File: config.mk
export PLATFORM = sky130hd
export DESIGN_NAME = rop_alu
export DESIGN_NICKNAME = d
export VERILOG_FILES = /design/src/rtl/alu4_pkg.sv /design/src/rtl/rop_opnd_regs.sv /design/src/rtl/rop_mul_array.sv /design/src/rtl/rop_alu_core.sv /design/src/rtl/rop_alu.sv
export SDC_FILE = /design/constraint.sdc
export NUM_CORES = 1
export LEC_CHECK = 0
export CORE_MARGIN = 2
export CORE_UTILIZATION = 64
export CTS_BUF_LIST = sky130_fd_sc_hd__clkbuf_8 sky130_fd_sc_hd__clkbuf_16
export CTS_CLUSTER_DIAMETER = 30
export DETAILED_ROUTE_END_ITERATION = 10
export DONT_BUFFER_PORTS = 1
export PLACE_DENSITY_LB_ADDON = 0.2
export SETUP_SLACK_MARGIN = 0.2
export SLEW_MARGIN = 40
export SYNTH_ARGS = -nofsm -noshare
export SYNTH_HDL_FRONTEND = slang
export SYNTH_HIERARCHICAL = 1
export SYNTH_SLANG_ARGS = --single-unit
File: constraint.sdc
create_clock -name clk -period 4.3 [get_ports clk]
set_input_delay 0.43 -clock clk [delete_from_list [all_inputs] [get_ports clk]]
set_output_delay 0.43 -clock clk [all_outputs]
set_load 0.03 [all_outputs]
File: src/rtl/alu4_pkg.sv
package alu4_pkg;

    localparam int DEF_OPW = 4;
    localparam int OPC_W   = 3;

    typedef enum logic [OPC_W-1:0] {
        OP_ADD = 3'b000,
        OP_SUB = 3'b001,
        OP_SHR = 3'b010,
        OP_SHL = 3'b011,
        OP_AND = 3'b100,
        OP_OR  = 3'b101,
        OP_XOR = 3'b110,
        OP_MUL = 3'b111
    } alu_op_e;

    function automatic logic is_logic_op(alu_op_e op);
        return (op == OP_AND) || (op == OP_OR) || (op == OP_XOR);
    endfunction

endpackage

File: src/rtl/rop_opnd_regs.sv
module rop_opnd_regs #(
    parameter int OPW = alu4_pkg::DEF_OPW
) (
    input  logic             clk,
    input  logic             rst_n,
    input  logic             load_en,
    input  logic [2*OPW-1:0] din,
    output logic [OPW-1:0]   a_q,
    output logic [OPW-1:0]   b_q
);

    always_ff @(posedge clk) begin
        if (!rst_n) begin
            a_q <= '0;
            b_q <= '0;
        end else if (load_en) begin
            a_q <= din[OPW-1:0];
            b_q <= din[2*OPW-1:OPW];
        end
    end

    p_reset_clear_r1: assert property (@(posedge clk)
        !rst_n |=> (a_q == '0) && (b_q == '0));

    p_load_r2: assert property (@(posedge clk) disable iff (!rst_n)
        load_en |=> (a_q == $past(din[OPW-1:0])) && (b_q == $past(din[2*OPW-1:OPW])));

    p_hold_r3: assert property (@(posedge clk) disable iff (!rst_n)
        !load_en |=> $stable(a_q) && $stable(b_q));

endmodule

File: src/rtl/rop_mul_array.sv
module rop_mul_array #(
    parameter int OPW  = alu4_pkg::DEF_OPW,
    localparam int RESW = 2*OPW
) (
    input  logic [OPW-1:0]  a,
    input  logic [OPW-1:0]  b,
    output logic [RESW-1:0] prod
);

    logic [RESW-1:0] pp [OPW];
    logic [RESW-1:0] a_ext;

    assign a_ext = {{(RESW-OPW){1'b0}}, a};

    for (genvar i = 0; i < OPW; i++) begin : g_pp
        assign pp[i] = b[i] ? (a_ext << i) : '0;
    end

    always_comb begin
        prod = '0;
        for (int k = 0; k < OPW; k++) begin
            prod = prod + pp[k];
        end
    end

endmodule

File: src/rtl/rop_alu_core.sv
module rop_alu_core
    import alu4_pkg::*;
#(
    parameter int OPW  = DEF_OPW,
    localparam int RESW = 2*OPW
) (
    input  logic [OPW-1:0]   a,
    input  logic [OPW-1:0]   b,
    input  logic [OPC_W-1:0] opcode,
    output logic [RESW-1:0]  result
);

    logic [RESW-1:0] wa, wb, prod;
    alu_op_e         op;

    assign wa = {{(RESW-OPW){1'b0}}, a};
    assign wb = {{(RESW-OPW){1'b0}}, b};
    assign op = alu_op_e'(opcode);

    rop_mul_array #(.OPW(OPW)) u_mul (
        .a    (a),
        .b    (b),
        .prod (prod)
    );

    always_comb begin
        unique case (op)
            OP_ADD:  result = wa + wb;
            OP_SUB:  result = wa - wb;
            OP_SHR:  result = wa >> 1;
            OP_SHL:  result = wa << 1;
            OP_AND:  result = wa & wb;
            OP_OR:   result = wa | wb;
            OP_XOR:  result = wa ^ wb;
            OP_MUL:  result = prod;
            default: result = '0;
        endcase
    end

endmodule

File: src/rtl/rop_alu.sv
module rop_alu
    import alu4_pkg::*;
#(
    parameter int OPW  = DEF_OPW,
    localparam int RESW = 2*OPW
) (
    input  logic             clk,
    input  logic             rst_n,
    input  logic             load_en,
    input  logic [RESW-1:0]  din,
    input  logic [OPC_W-1:0] opcode,
    output logic [RESW-1:0]  result,
    output logic [OPW-1:0]   opa_q,
    output logic [OPW-1:0]   opb_q
);

    rop_opnd_regs #(.OPW(OPW)) u_regs (
        .clk     (clk),
        .rst_n   (rst_n),
        .load_en (load_en),
        .din     (din),
        .a_q     (opa_q),
        .b_q     (opb_q)
    );

    rop_alu_core #(.OPW(OPW)) u_core (
        .a      (opa_q),
        .b      (opb_q),
        .opcode (opcode),
        .result (result)
    );

    p_add_width_r4: assert property (@(posedge clk) disable iff (!rst_n)
        (opcode == OP_ADD) |-> (result[RESW-1:OPW+1] == '0));

    p_sub_nowrap_r5: assert property (@(posedge clk) disable iff (!rst_n)
        (opcode == OP_SUB && opa_q >= opb_q) |-> (result[RESW-1:OPW] == '0));

    p_sub_wrap_r5: assert property (@(posedge clk) disable iff (!rst_n)
        (opcode == OP_SUB && opa_q < opb_q) |-> result[RESW-1]);

    p_shr_fill_r6: assert property (@(posedge clk) disable iff (!rst_n)
        (opcode == OP_SHR) |-> (result[RESW-1:OPW-1] == '0));

    p_shl_carry_r7: assert property (@(posedge clk) disable iff (!rst_n)
        (opcode == OP_SHL) |-> (!result[0] && (result[OPW] == opa_q[OPW-1])));

    p_logic_upper_r8: assert property (@(posedge clk) disable iff (!rst_n)
        is_logic_op(alu_op_e'(opcode)) |-> (result[RESW-1:OPW] == '0));

    p_mul_unit_r9: assert property (@(posedge clk) disable iff (!rst_n)
        (opcode == OP_MUL && opb_q == OPW'(1)) |-> (result == {{(RESW-OPW){1'b0}}, opa_q}));

endmodule

==> reports/qor.yml, run 1 <==
status: "completed"
pwr-share-comb_pct: 37.3
ant_nets: 0
utilization_pct: 68.8
period_minus_slack_ns: 3.91
antenna_found_initial: 0
p_sw_uw: 101
synth_common_cells: "inv_1 (25), ha_1 (20), nand2_1 (15), nor2b_1 (10), mux2i_1 (9)"
synth-seq-area-share_pct: 10.9
grt_pass1_wl_microns: 4650
hold_ws_ns: 0.333
synthAdderAreaFrac_pct: 26.7
multiInputGateArea_sq_mm: 0.00113
synth_compound_area_share_pct: 19.2
tightest_slew_ns: 0.671
syn_area_per_cell_sq_um: 8.60
syn-num-nets: 211
area_delta_synth_final_pct: 2.99
final_hold_viol_count: 0
port-buffer-count: 0
drive_gt1_share_pct: 12.3
io_pins: 30
fmax_mhz: 256
maxSlewViolCount: 0
cts-htree-levels: 1
first_global_vias: 1066
drt_iter0_drc: 16
pwr-share-seq_pct: 31.9
yosys_most_used_dff: "dfxtp_1"
die_y_microns: 51.8
cts_tree: "yes"
post-cts-setup-buffer-count: 0
peakVddDrop_mv: 0.188
drcViolationCount: 0
dieArea_sq_mm: 0.00268
clk_pin_slew_ns: 0.04
rows: 17
synth-edff-count: 0
critical_path_peak_fanout: 4
cp.arrival_ns: 3.48
period_share_pct: 91.0
clock-sinks: 8
synth_xor_area_share_pct: 3.59
p_clk_share_pct: 30.8
n_fill_cell: 203
cap_viol_max_count: 0
syn-cell-area_sq_mm: 0.00146
start_util_pct: 66.8
dr.pass1.iters: 4
ctsHoldBuffers: 0
clk_latency_ns: 0.22
dpl_cell_area_sq_mm: 0.00146
worst_slack_ns: 0.387
routedWlPerCell_microns: 13.8
cts-root-buf: "clkbuf_8"
grt_remaining_overflow: 0
hp-class: "in -> reg"
ys_async_sr_fraction_pct: 0
setup_tns_ns: 0
final_nets: 214
cp-start-kind: "flop"
switching_share_pct: 35.6
powerDensity_mw_per_mm2: 188
seqCellArea_sq_um: 161
synth.distinct_cells: 43
internal_power_uw: 182
wl_microns: 2750
ys_ff_latch: 8
gp_congestion: 0.901
clockBufferDepth: 2
ys.warnings.count: 6
numCtsBuffers: 3
synth_top_cell_by_area: "ha_1"
critPathKind: "reg -> out"
grt_usage_pct: 22.6
yosys.area_share.simple_pct: 18.6
required_ns: 3.87
postCtsResizedCells: 0
preCtsSetupSlack_ns: 0.558
p_leak_uw: 0.000760
synthMuxAreaShare_pct: 9.50
rsz0062_at_grt: "false"
post-synth-top-area-fraction_pct: 17.1
finalSetupViolCount: 0
finClkSkew_ns: 0
synth.most_common_cell: "inv_1"
dp_hpwl_microns: 2230
finalInstanceArea_sq_mm: 0.00151
antenna_cells: 0
via_per_inst: 5.72
critical_path.endpoint_type: "output port"
synth_top_family_by_area: "adder cells"
vias: 1139
synthCells: 170
die_w_microns: 51.8
grt_max_degree: 23
core_sq_mm: 0.00219
netlist_top_cells_area: "ha_1 (17%), dfxtp_1 (11%), fa_1 (9.6%)"
relSlewSlack_pct: 55.4
## area by class of cell
| type | count | share of cell area [%] |
|---|---|---|
| Inverter | 26 | 6.48 |
| Multi-Input combinational cell | 129 | 75.2 |
| Sequential cell | 8 | 10.7 |
| Timing Repair Buffer | 5 | 2.49 |
| Clock buffer | 3 | 2.74 |
| Tap cell | 28 | 2.33 |
## final timing paths
check / slack (ns) / end / depth (start not counted) / from
max: 0.39 / result[4] / 14 / u_regs/a_q[1]$_SDFFE_PN0P_
min: 0.33 / u_regs/b_q[3]$_SDFFE_PN0P_ / 1 / rst_n
max reg2reg: 3.30 / u_regs/b_q[2]$_SDFFE_PN0P_ / 2 / u_regs/b_q[2]$_SDFFE_PN0P_
min reg2reg: 0.69 / u_regs/a_q[2]$_SDFFE_PN0P_ / 2 / u_regs/a_q[2]$_SDFFE_PN0P_
## cell usage in the layout (no fill, tap or decap), drive strengths merged, types with 2 or more instances in the layout
cell type / instances
mux4: 2
o21bai: 2
inv: 26
mux2i: 9
nand2b: 3
nand3: 6
nor2: 3
a211oi: 2
a21o: 6
or3: 2
nand2: 15
and3: 2
dfxtp: 8
a21oi: 7
clkbuf: 3
buf: 5
xor2: 3
xnor2: 3
o221ai: 2
a22oi: 2
nor2b: 10
o21ai: 6
fa: 7
ha: 20
and2: 7
## metal layers
metal	track usage [%]	up-vias	wire length, microns
li1	-	578	-
met1	29.4	531	1240
met2	38.5	26	1360
met3	2.01	4	119
met4	9.21	0	33
met5	0	-	0
## flip-flops by register name, summed over array words and instances (netlist names)
register,flops
u_regs/a_q,4
u_regs/b_q,4
## cell families (layout without fill, tap and decap cells)
| logic type | count (synthesis) | count (layout) |
|---|---|---|
| simple gates | 50 | 50 |
| compound gates | 35 | 35 |
| fa+ha+maj | 27 | 27 |
| xor+xnor | 6 | 6 |
| flops | 8 | 8 |
| buf+inv | 33 | 34 |
| mux | 11 | 11 |
## critical path: stages, from the launching register on
cell       delay [ns]
dfxtp_1          0.54
and2_1           0.19
ha_1             0.16
inv_1            0.06
fa_1             0.39
xor2_1           0.17
fa_1             0.48
inv_1            0.04
ha_1             0.20
inv_1            0.07
fa_1             0.40
inv_1            0.07
nand2_1          0.05
o21ai_1          0.09
a2bb2oi_2        0.35
## through the flow
stage	cells	total power [uW]
after global routing	199	301
final	199	283
after floorplan	170	189
after CTS	199	287
after detailed placement	196	197
after global placement	196	194
## power groups by stage
stage	Sequential (uW)	Combinational (uW)	Clock (uW)
6_report	90.2	106	87.1
3_5_place_dp	91.5	105	0
2_1_floorplan	96.7	92.6	0
4_1_cts	90.2	106	90.7
5_1_grt	91.2	116	93.5
3_3_place_gp	91.2	103	0
No activity file was read; power rests on OpenSTA's default activity.
==> run 2, diff against run 1 <==
PLACE_DENSITY = 0.8   (was not set)
PLACE_DENSITY_LB_ADDON = not set   (was 0.2)
clock period = 4.35 ns   (was 4.3 ns; I/O delays follow)
==> reports/qor.yml, run 2 (synthesis gave the netlist of run 1 again) <==
relSlewSlack_pct: 57.4
internal_power_uw: 180
cp_cell_sequence: "and2_1 > ha_1 > inv_1 > fa_1 > xor2_1 > fa_1 > inv_1 > ha_1 > inv_1 > fa_1 > inv_1 > nand2_1 > o21ai_1 > a2bb2oi_2"
grt_remaining_overflow: 0
wl_microns: 2930
dpl_cell_area_sq_mm: 0.00146
dieArea_sq_mm: 0.00268
drcViolationCount: 0
cp.arrival_ns: 3.37
dr.pass1.iters: 4
pwr-share-seq_pct: 31.2
grt_pass1_wl_microns: 4910
final_nets: 214
powerDensity_mw_per_mm2: 187
p_clk_share_pct: 31.0
cp_num_buf_inv: 4
tightest_slew_ns: 0.641
rows: 17
drive_gt1_share_pct: 12.3
numCtsBuffers: 3
cp-start-kind: "flop"
cap_viol_max_count: 0
gp_congestion: 0.896
critical_path_peak_fanout: 7
dp_hpwl_microns: 2330
setup_tns_ns: 0
slowest_delay_ns: 0.48
critical_path.endpoint_type: "output port"
required_ns: 3.91
antenna_found_initial: 0
final_cell_mix: "inv_1 (25), ha_1 (20), nand2_1 (15), nor2b_1 (10), mux2i_1 (9)"
place_inst: 196
routedWlPerCell_microns: 14.7
utilization_pct: 68.8
period_share_pct: 87.4
ant_nets: 0
period_minus_slack_ns: 3.80
finClkSkew_ns: 0
start_util_pct: 66.8
die_y_microns: 51.8
crit_slowest_cell: "fa_1"
layout_commonest_cell: "inv_1"
fin_cells: 199
fmax_mhz: 263
drt_iter0_drc: 29
grt_usage_pct: 24.6
area_delta_synth_final_pct: 2.99
antenna_cells: 0
crit_top_cell: "inv_1"
core_sq_mm: 0.00219
clk_latency_ns: 0.23
crit_family: "adder cells"
finalInstanceArea_sq_mm: 0.00151
use_met1_pct: 29.5
rsz0062_at_grt: "false"
die_w_microns: 51.8
io_pins: 30
clock-sinks: 8
p_leak_uw: 0.000760
grt.met2_usage_pct: 41.7
status: "completed"
p_sw_uw: 101
grt_max_degree: 23
pwr-share-comb_pct: 37.9
vias: 1184
first_global_vias: 1134
cts_tree: "yes"
cts-htree-levels: 1
grt_busiest_layer: "met2"
port-buffer-count: 0
switching_share_pct: 36.0
n_fill_cell: 179
top_regs: "u_regs/a_q (4), u_regs/b_q (4)"
hp-class: "in -> reg"
power_uw: 281
final_hold_viol_count: 0
peakVddDrop_mv: 0.214
critPathKind: "reg -> out"
finalSetupViolCount: 0
clk_pin_slew_ns: 0.04
maxSlewViolCount: 0
cts-root-buf: "clkbuf_8"
via_per_inst: 5.95
clockBufferDepth: 2
met3_usage_pct: 4.31
==> run 2: cell counts in the layout (fill, tap and decap cells not counted) <==
No cell type changed its count.
==> run 2: worst paths after layout <==
kind,from,to,slack [ns],depth (start not counted)
setup / recovery,u_regs/b_q[1]$_SDFFE_PN0P_,result[4],0.55,14
hold reg to reg,u_regs/a_q[2]$_SDFFE_PN0P_,u_regs/a_q[2]$_SDFFE_PN0P_,0.67,2
setup reg to reg,u_regs/b_q[3]$_SDFFE_PN0P_,u_regs/b_q[3]$_SDFFE_PN0P_,3.36,2
hold / removal,rst_n,u_regs/b_q[3]$_SDFFE_PN0P_,0.33,1
==> run 2: cell type report <==
type / count / area (sq um) / area share [%]
sequential: 8 / 161 / 10.7
inverter: 26 / 97.6 / 6.48
tap: 28 / 35.0 / 2.33
clock buffer: 3 / 41.3 / 2.74
multi-input combinational: 129 / 1130 / 75.2
timing repair buffer: 5 / 37.5 / 2.49
==> run 2: power groups by stage <==
| stage | registers [uW] | clock network (uW) | logic, uW |
|---|---|---|---|
| 2_1_floorplan | 95.6 | 0 | 91.5 |
| 3_3_place_gp | 88.5 | 0 | 103 |
| 3_5_place_dp | 88.9 | 0 | 106 |
| 4_1_cts | 87.7 | 89.6 | 107 |
| 5_1_grt | 88.7 | 92.8 | 117 |
| 6_report | 87.7 | 87.1 | 107 |
==> run 2: metal layers <==
| layer | share of wire (%) | up-vias |
|---|---|---|
| li1 | - | 573 |
| met1 | 43 | 572 |
| met2 | 49 | 32 |
| met5 | 0 | - |
| met4 | 2.4 | 0 |
| met3 | 5.3 | 7 |
==> run 2: what timing repair did <==
| item | in CTS | in global routing |
|---|---|---|
| gates resized for setup | 0 | 1 |
| hold buffers | 0 | 0 |
| setup buffers | 0 | 0 |
| endpoints found under the setup margin | 0 | 2 |
| hold endpoints to repair | 0 | 0 |
==> run 2: stage by stage <==
step	hold WS, ns	setup slack (ns)
2_1_floorplan	0.563	0.658
3_3_place_gp	0.563	0.702
3_5_place_dp	0.569	0.628
4_1_cts	0.333	0.381
5_1_grt	0.342	0.364
6_report	0.334	0.549
==> run 3, diff against run 2 <==
CELL_PAD_IN_SITES_DETAIL_PLACEMENT = 1   (was not set)
CELL_PAD_IN_SITES_GLOBAL_PLACEMENT = 2   (was not set)
CORE_UTILIZATION = 38   (was 64)
PLACE_DENSITY = not set   (was 0.8)
PLACE_DENSITY_LB_ADDON = 0.1   (was not set)
==> reports/qor.yml, run 3 (synthesis gave the netlist of run 1 again) <==
status: "completed"
rsz0062_at_grt: "false"
period_share_pct: 87.6
finClkSkew_ns: 0
first_global_vias: 1273
reg2reg_to: "u_regs/a_q[2]$_SDFFE_PN0P_"
grt_remaining_overflow: 0
relSlewSlack_pct: 55.1
grt_pass1_wl_microns: 5930
layout_commonest_cell: "inv_1"
via_per_inst: 5.16
period_minus_slack_ns: 3.81
fmax_mhz: 263
cp_cell_sequence: "and2_1 > ha_1 > inv_1 > fa_1 > xor2_1 > fa_1 > inv_1 > ha_1 > inv_1 > fa_1 > inv_1 > nand2_1 > o21ai_1 > a2bb2oi_2"
finalSetupViolCount: 0
required_ns: 3.91
area_delta_synth_final_pct: 5.22
crit_end: "result[4]"
antenna_found_initial: 0
vias: 1136
pwr-share-comb_pct: 38.4
drt_iter0_drc: 27
ant_nets: 0
cp-start-kind: "flop"
final_hold_viol_count: 0
r2r_slack_ns: 3.31
antenna_cells: 0
cp_num_buf_inv: 4
die_w_microns: 66.0
tightest_slew_ns: 0.675
peakVddDrop_mv: 0.187
cp_num_cells: 14
switching_share_pct: 36.0
preCtsSetupSlack_ns: 0.605
critPathKind: "reg -> out"
grt_usage_pct: 17.2
setup_tns_ns: 0
p_sw_uw: 101
hp-start: "rst_n"
wl_microns: 3430
p_clk_share_pct: 30.6
cts-htree-levels: 1
clk_pin_slew_ns: 0.04
crit_top_cell: "inv_1"
final_cell_mix: "inv_1 (25), ha_1 (20), nand2_1 (15), nor2b_1 (10), mux2i_1 (9)"
io_pins: 30
drive_gt1_share_pct: 12.8
crit_family: "adder cells"
dieArea_sq_mm: 0.00436
dr.pass1.iters: 4
die_y_microns: 66.0
numCtsBuffers: 3
cap_viol_max_count: 0
cp.arrival_ns: 3.37
port-buffer-count: 0
routedWlPerCell_microns: 15.6
dp_hpwl_microns: 2870
crit_start: "u_regs/a_q[1]$_SDFFE_PN0P_"
grt_max_degree: 23
clockBufferDepth: 2
top_regs: "u_regs/a_q (4), u_regs/b_q (4)"
timing.rr.start: "u_regs/a_q[2]$_SDFFE_PN0P_"
hp-class: "in -> reg"
p_leak_uw: 0.000765
final_nets: 215
core_sq_mm: 0.00369
dpl_cell_area_sq_mm: 0.00150
critical_path.endpoint_type: "output port"
rows: 22
drcViolationCount: 0
pwr-share-seq_pct: 31.0
maxSlewViolCount: 0
gp_congestion: 0.734
hold_ws_ns: 0.346
internal_power_uw: 181
clk_latency_ns: 0.22
worst_slack_ns: 0.541
cts_tree: "yes"
crit_slowest_cell: "fa_1"
clock-sinks: 8
cts-root-buf: "clkbuf_8"
slowest_delay_ns: 0.48
powerDensity_mw_per_mm2: 183
critical_path_peak_fanout: 4
rr_worst_depth: 3
finalInstanceArea_sq_mm: 0.00154
start_util_pct: 39.7
==> run 3: power groups by stage <==
stage               sequential, uW  clock (uW)  combinational [uW]
global route                  88.2        93.6                 121
CTS                           87.4        88.9                 111
detailed placement            88.7           0                 111
floorplan                     95.6           0                91.5
global placement              88.6           0                 107
finish                        87.4        86.3                 108
==> run 3: worst min-delay path by stage <==
stage                                       to  cells past startpoint
detailed placement  u_regs/b_q[1]$_SDFFE_PN0P_                      1
floorplan           u_regs/a_q[0]$_SDFFE_PN0P_                      1
global placement    u_regs/b_q[3]$_SDFFE_PN0P_                      1
finish              u_regs/b_q[1]$_SDFFE_PN0P_                      1
global route        u_regs/b_q[1]$_SDFFE_PN0P_                      1
CTS                 u_regs/a_q[2]$_SDFFE_PN0P_                      1
==> run 3: cell type report <==
type / count / area (sq um)
repair buffers: 6 / 45.0
well taps: 48 / 60.1
fillers: 459 / 2150
flip-flops and latches: 8 / 161
clock buffers: 3 / 41.3
multi-input cells: 129 / 1130
inverters: 26 / 97.6
==> run 3: repair_timing <==
| item | 4_1_cts | 5_1_grt |
|---|---|---|
| hold buffers | 0 | 0 |
| setup buffers | 0 | 0 |
| endpoints found under the setup margin | 0 | 1 |
| hold endpoints to repair | 0 | 0 |
| gates resized for setup | 0 | 1 |
==> run 3: per-stage QoR <==
step | util [%] | power (uW) | instances
finish | 41.7 | 282 | 220
global route | 41.7 | 303 | 220
CTS | 41.7 | 287 | 220
detailed placement | 40.6 | 199 | 217
global placement | 40.6 | 196 | 217
floorplan | - | 187 | 170
==> run 3: routing by layer <==
layer | vias to the layer above | part of all wire (%) | global-route usage (%) | wire (microns)
met5 | - | 0 | 0 | 0
met4 | 0 | 0 | 0.765 | 0
met3 | 0 | 3.3 | 2.39 | 114
met2 | 19 | 52 | 33.0 | 1770
met1 | 543 | 45 | 21.4 | 1540
li1 | 574 | - | - | -
